--- config.mk ---
export PLATFORM = sky130hd
export DESIGN_NAME = agc_lock_ctrl
export DESIGN_NICKNAME = d
export VERILOG_FILES = /design/src/rtl/agc_lock_pkg.sv /design/src/rtl/agc_sync2.sv /design/src/rtl/agc_mode_ctrl.sv /design/src/rtl/agc_gain_loop.sv /design/src/rtl/agc_lock_ctrl.sv
export SDC_FILE = /design/constraint.sdc
export NUM_CORES = 1
export LEC_CHECK = 0
export ABC_AREA = 1
export BUFFER_PORTS_ARGS = -buffer_cell sky130_fd_sc_hd__buf_2
export CORE_MARGIN = 1.5
export CORE_UTILIZATION = 52
export DETAILED_ROUTE_END_ITERATION = 8
export GPL_TIMING_DRIVEN = 0
export HOLD_SLACK_MARGIN = 0.12
export PLACE_DENSITY = 0.75
export SYNTH_ARGS = -nofsm -noshare
export SYNTH_HDL_FRONTEND = slang
export SYNTH_SLANG_ARGS = --single-unit
--- constraint.sdc ---
create_clock -name clk -period 1.7 [get_ports clk]
set_clock_uncertainty 0.2 [all_clocks]
set_input_delay 0.17 -clock clk [delete_from_list [all_inputs] [get_ports clk]]
set_output_delay 0.17 -clock clk [all_outputs]
set_load 0.02 [all_outputs]
--- src/rtl/agc_lock_pkg.sv ---
package agc_lock_pkg;

    typedef enum logic [1:0] {
        MODE_OFF  = 2'b00,
        MODE_AUTO = 2'b01,
        MODE_DIS  = 2'b10,
        MODE_LOCK = 2'b11
    } agc_mode_e;

    typedef struct packed {
        logic pwr;
        logic ctl;
    } ctl_pins_t;

    // Next loop mode from the current and previous synchronized pin levels.
    function automatic agc_mode_e next_mode(ctl_pins_t now, ctl_pins_t prev, agc_mode_e cur);
        agc_mode_e nxt;
        if (!now.pwr) begin
            nxt = MODE_OFF;
        end else if (!prev.pwr) begin
            nxt = now.ctl ? MODE_DIS : MODE_AUTO;
        end else if (now.ctl && !prev.ctl) begin
            nxt = MODE_LOCK;
        end else if (!now.ctl && prev.ctl) begin
            nxt = MODE_AUTO;
        end else begin
            nxt = cur;
        end
        return nxt;
    endfunction

endpackage

--- src/rtl/agc_sync2.sv ---
module agc_sync2 #(
    parameter int W = 1
) (
    input  logic         clk,
    input  logic         rst,
    input  logic [W-1:0] d_i,
    output logic [W-1:0] q_o
);
    logic [W-1:0] meta_q;
    logic [W-1:0] sync_q;

    always_ff @(posedge clk) begin
        if (rst) begin
            meta_q <= '0;
            sync_q <= '0;
        end else begin
            meta_q <= d_i;
            sync_q <= meta_q;
        end
    end

    assign q_o = sync_q;
endmodule

--- src/rtl/agc_mode_ctrl.sv ---
module agc_mode_ctrl
    import agc_lock_pkg::*;
(
    input  logic      clk,
    input  logic      rst,
    input  ctl_pins_t pins_i,
    output agc_mode_e mode_d_o,
    output agc_mode_e mode_q_o
);
    ctl_pins_t prev_q;
    agc_mode_e mode_q;
    agc_mode_e mode_d;

    always_comb begin
        mode_d = next_mode(pins_i, prev_q, mode_q);
    end

    always_ff @(posedge clk) begin
        if (rst) begin
            prev_q <= '0;
            mode_q <= MODE_OFF;
        end else begin
            prev_q <= pins_i;
            mode_q <= mode_d;
        end
    end

    assign mode_d_o = mode_d;
    assign mode_q_o = mode_q;
endmodule

--- src/rtl/agc_gain_loop.sv ---
module agc_gain_loop
    import agc_lock_pkg::*;
#(
    parameter int CODE_W    = 8,
    parameter int HI_CODE   = 200,
    parameter int LO_CODE   = 140,
    parameter int DWELL_CYC = 1000
) (
    input  logic              clk,
    input  logic              rst,
    input  agc_mode_e         mode_i,
    input  logic [CODE_W-1:0] strength_i,
    output logic              cut_o
);
    localparam int CNT_W = (DWELL_CYC > 1) ? $clog2(DWELL_CYC) : 1;
    localparam logic [CNT_W-1:0]  LAST = CNT_W'(DWELL_CYC - 1);
    localparam logic [CODE_W-1:0] HI   = CODE_W'(HI_CODE);
    localparam logic [CODE_W-1:0] LO   = CODE_W'(LO_CODE);

    logic             cut_q;
    logic [CNT_W-1:0] cnt_q;

    always_ff @(posedge clk) begin
        if (rst) begin
            cut_q <= 1'b0;
            cnt_q <= '0;
        end else begin
            unique case (mode_i)
                MODE_AUTO: begin
                    if (!cut_q) begin
                        cnt_q <= '0;
                        if (strength_i >= HI) cut_q <= 1'b1;
                    end else if (strength_i >= LO) begin
                        cnt_q <= '0;
                    end else if (cnt_q == LAST) begin
                        cnt_q <= '0;
                        cut_q <= 1'b0;
                    end else begin
                        cnt_q <= cnt_q + 1'b1;
                    end
                end
                MODE_LOCK: begin
                    cnt_q <= '0;
                end
                default: begin
                    cnt_q <= '0;
                    cut_q <= 1'b0;
                end
            endcase
        end
    end

    assign cut_o = cut_q;
endmodule

--- src/rtl/agc_lock_ctrl.sv ---
module agc_lock_ctrl
    import agc_lock_pkg::*;
#(
    parameter int CODE_W    = 8,
    parameter int HI_CODE   = 200,
    parameter int LO_CODE   = 140,
    parameter int DWELL_CYC = 1000
) (
    input  logic              clk,
    input  logic              rst,
    input  logic              pwr_en_i,
    input  logic              gain_ctl_i,
    input  logic [CODE_W-1:0] strength_i,
    output logic              gain_cut_o,
    output logic [1:0]        mode_o
);
    ctl_pins_t pins_async;
    ctl_pins_t pins_sync;
    agc_mode_e mode_d;
    agc_mode_e mode_q;

    assign pins_async = '{pwr: pwr_en_i, ctl: gain_ctl_i};

    agc_sync2 #(.W($bits(ctl_pins_t))) u_sync (
        .clk (clk),
        .rst (rst),
        .d_i (pins_async),
        .q_o (pins_sync)
    );

    agc_mode_ctrl u_mode (
        .clk      (clk),
        .rst      (rst),
        .pins_i   (pins_sync),
        .mode_d_o (mode_d),
        .mode_q_o (mode_q)
    );

    agc_gain_loop #(
        .CODE_W    (CODE_W),
        .HI_CODE   (HI_CODE),
        .LO_CODE   (LO_CODE),
        .DWELL_CYC (DWELL_CYC)
    ) u_loop (
        .clk        (clk),
        .rst        (rst),
        .mode_i     (mode_d),
        .strength_i (strength_i),
        .cut_o      (gain_cut_o)
    );

    assign mode_o = mode_q;
endmodule

==> impl_results.md <==
- Area growth syn-to-layout: 19.94%
- Antenna diode count: 0
- I/O Buffers: 11
- Xor/xnor share of the synthesized area: 7.238%
- DRC viols: 0
- Post_cts resized: 0
- Placed wire-length estimate: 1.105 mm
- First-pass GRT wire length: 2.684 mm
- Pleak: 0.0004287 µW
- Critical Path End: u_loop.cut_o
- Die height: 43.36 µm
- YS warnings: 0
- Relative slew slack: 81.83%
- Critical Path Source: strength_i[7]
- Setup_tns: 0 ns
- Initial drt markers: 15
- Worst slack, placed: 0.1247 ns
- Post-Synth Simple-Gate Area: 33.53%
- FF-to-FF path depth: 6
- Largest net degree at the start of global routing: 12
- Row Count: 14
- Share of the synthesized area in the top cell type: 44.90%
- Critical R2R Capture: u_loop.cnt_q[8]
- Max-Cap Viols: 0
- Num ports: 15
- CP max FO: 2
- Distinct cells, synth: 17
- Vias in the first global route: 695
- Length of routed met2 wiring: 710 µm
- Routability cong.: 0.7882
- Synth top area cells: dfxtp_1 (45%), nand2_1 (15%), nor2_1 (12%), inv_1 (7.1%), xor2_1 (4.1%)
- # H-tree levels: 1
- CTS tree: built
- Critical path endpoint category: register
- Uppermost layer routed: met4
- Clk slew on worst S/H paths: 0.11 ns
- Max Transition Viols Final: 0
- Pwr dens: 720.2 mW/mm²
- Net Count, Synth: 136
- Final core occ: 66.67%
- Outcome: complete, no violations
- Metal3 WL: 61 µm
- Reg2reg setup slack: 0.13 ns
- Clock tree buffer depth: 2
- Layout cells sized above 1: 15.28%
- Stages on the worst setup path: 7
- Grt total ovfl: 0
- Post-route clock period utilization: 93.43%
- Core region area: 0.001524 mm²
- Starting density of the core: 55.58%
- Slew at the pin closest to its max-slew limit: 0.2716 ns
- Drt pass-1 iters: 4
- Initial antenna violation count: 0
- Clock latency on the worst-skew pair: 0.29 ns
- Slowest cell delay on critical path: 0.54 ns
- Post-Syn Area per Cell: 6.887 µm²
- Delay-heaviest family, CP: buffers and inverters
- Total GRT Usage: 18.43%
- Setup CP Type: in -> reg
- CP startpoint kind: input port
- Most frequent cells in the layout: nand2_1 (34), nor2_1 (26), dfxtp_1 (19), inv_1 (16), buf_2 (11)
- R2r startpoint: u_loop.cnt_q[0]
- Sequential area share after synthesis: 44.90%
- Maximum VDD drop: 0.7007 mV
- Post-synthesis compound-gate area fraction: 2.659%
- Routed WL: 1.515 mm
- Num CTS Buffers: 3
- Mapped Cells: 123
- Most used cell, CP: nand2_1
- Sink Count: 19
- Crit-path cells: dlygate4sd3_1 > buf_2 > nand2_1 > dlygate4sd3_1 > nand2_1 > nand2_1 > nand2_1
- Setup violations, final: 0
- Final hold violation count: 0
- Max frequency: 0.6296 GHz
- Req. time, crit path: 1.70 ns
- Post-synthesis mux area share: 0%
- Minimum clock period: 1.588 ns
- Fill cells: 137
- Worst setup margin: 0.1117 ns
- Critical path arrival: 1.59 ns
- Hold crit path type: in -> reg
- Wire length on met1: 734 µm
- Buf+Inv Stages, Crit Path: 3
- Dominant cell type by area after synthesis: dfxtp_1
- Chip width: 43.36 µm
- Via count: 749
- Clock root cell: clkbuf_4
- Adder-Cell Fraction of Synth Area: 1.477%
- Nets: 158
- Flops & latches, synth: 19
- Mapped cell area: 847.1 µm²
- RSZ-0062 raised after global routing: no
- Die area: 0.001880 mm²
- Largest family of logic cells by synthesized area: simple AND/OR/NAND/NOR gates
- Number of vias per cell: 4.681
- Wire per inst: 9.469 µm
- Crit-path slowest cell: dlygate4sd3_1
- Antenna viol nets, final: 0
- Commonest non-fill, non-tap cell in the layout: nand2_1
==> per-layer routing <==
layer | up-vias | track usage [%]
met5 | - | 0
met4 | 0 | 5.455
met3 | 2 | 2.500
met2 | 15 | 32.54
met1 | 328 | 23.47
li1 | 404 | -
==> cells by family (layout without fill, tap and decap cells) <==
| kind of cell | Yosys count | in the layout |
|---|---|---|
| flops | 19 | 19 |
| compound gates | 4 | 4 |
| fa+ha+maj | 1 | 1 |
| simple gates | 69 | 69 |
| xor+xnor | 7 | 7 |
| buf+inv | 23 | 44 |
==> worst min path at each step <==
stage                             start               end  slack [ns]  cells after the start
after floorplan              gain_ctl_i  u_sync.meta_q[0]        0.08                      2
after global placement         pwr_en_i  u_sync.meta_q[1]        0.17                      3
after detailed placement     gain_ctl_i  u_sync.meta_q[0]        0.18                      3
after CTS                 strength_i[3]      u_loop.cut_o        0.12                      7
after global routing      strength_i[3]      u_loop.cut_o        0.18                      7
final                     strength_i[3]      u_loop.cut_o        0.13                      7
==> cell type report <==
type | instances | area (µm²) | area share (%)
Clock buffer | 3 | 22.52 | 2.217
Clock inverter | 1 | 5.005 | 0.4926
Inverter | 22 | 82.58 | 8.128
Multi-Input combinational cell | 81 | 380.4 | 37.44
Sequential cell | 19 | 380.4 | 37.44
Tap cell | 16 | 20.02 | 1.970
Timing Repair Buffer | 18 | 125.1 | 12.32
==> cell usage after synthesis <==
library cell	instances
nand2_1	34
nor2_1	26
dfxtp_1	19
inv_1	16
inv_2	4
nand3_1	4
xor2_1	4
xnor2_1	3
a21oi_1	2
clkinv_1	2
nand4_1	2
nor3_2	2
clkbuf_1	1
ha_1	1
nand2_2	1
o21ai_0	1
o21bai_1	1
==> flip-flops by register name, summed over array words and instances (netlist names) <==
| name | count |
|---|---|
| u_mode.prev_q | 2 |
| u_loop.cut_o | 1 |
| u_mode.mode_q_o | 2 |
| u_sync.meta_q | 2 |
| u_loop.cnt_q | 10 |
| u_sync.q_o | 2 |
==> stage by stage <==
step | instances | hold WS, ns | cell area, µm² | power (µW)
3_3_place_gp | 150 | 0.1701 | 922.1 | 501.9
6_report | 160 | 0.1337 | 1016 | 731.7
4_1_cts | 161 | 0.1232 | 1020 | 739.4
2_1_floorplan | 123 | 0.07697 | 847.1 | 488.4
3_5_place_dp | 150 | 0.1795 | 922.1 | 504.1
5_1_grt | 160 | 0.1786 | 1016 | 762.5
==> what timing repair did <==
| item | in CTS | in global routing |
|---|---|---|
| hold endpoints to repair | 8 | 0 |
| endpoints found under the setup margin | 0 | 1 |
| buffers inserted | 0 | 0 |
| hold buffers | 7 | 0 |
==> tightest hold or removal path, stage by stage <==
cell and delay [ns]:
buf_2 0.09, o21bai_1 0.07, nand2_1 0.05, nand2_1 0.05
nor2_1 0.08, nand2_1 0.05, nand2_1 0.04
==> where the power goes <==
part	switching (µW)	internal, µW	total (µW)	leakage [µW]
sequential	3.20	452	455	0.000154
combinational	24.1	27.3	51.3	0.000257
clock	138	87.3	225	0.0000177
No activity file was read; power rests on OpenSTA's default activity.
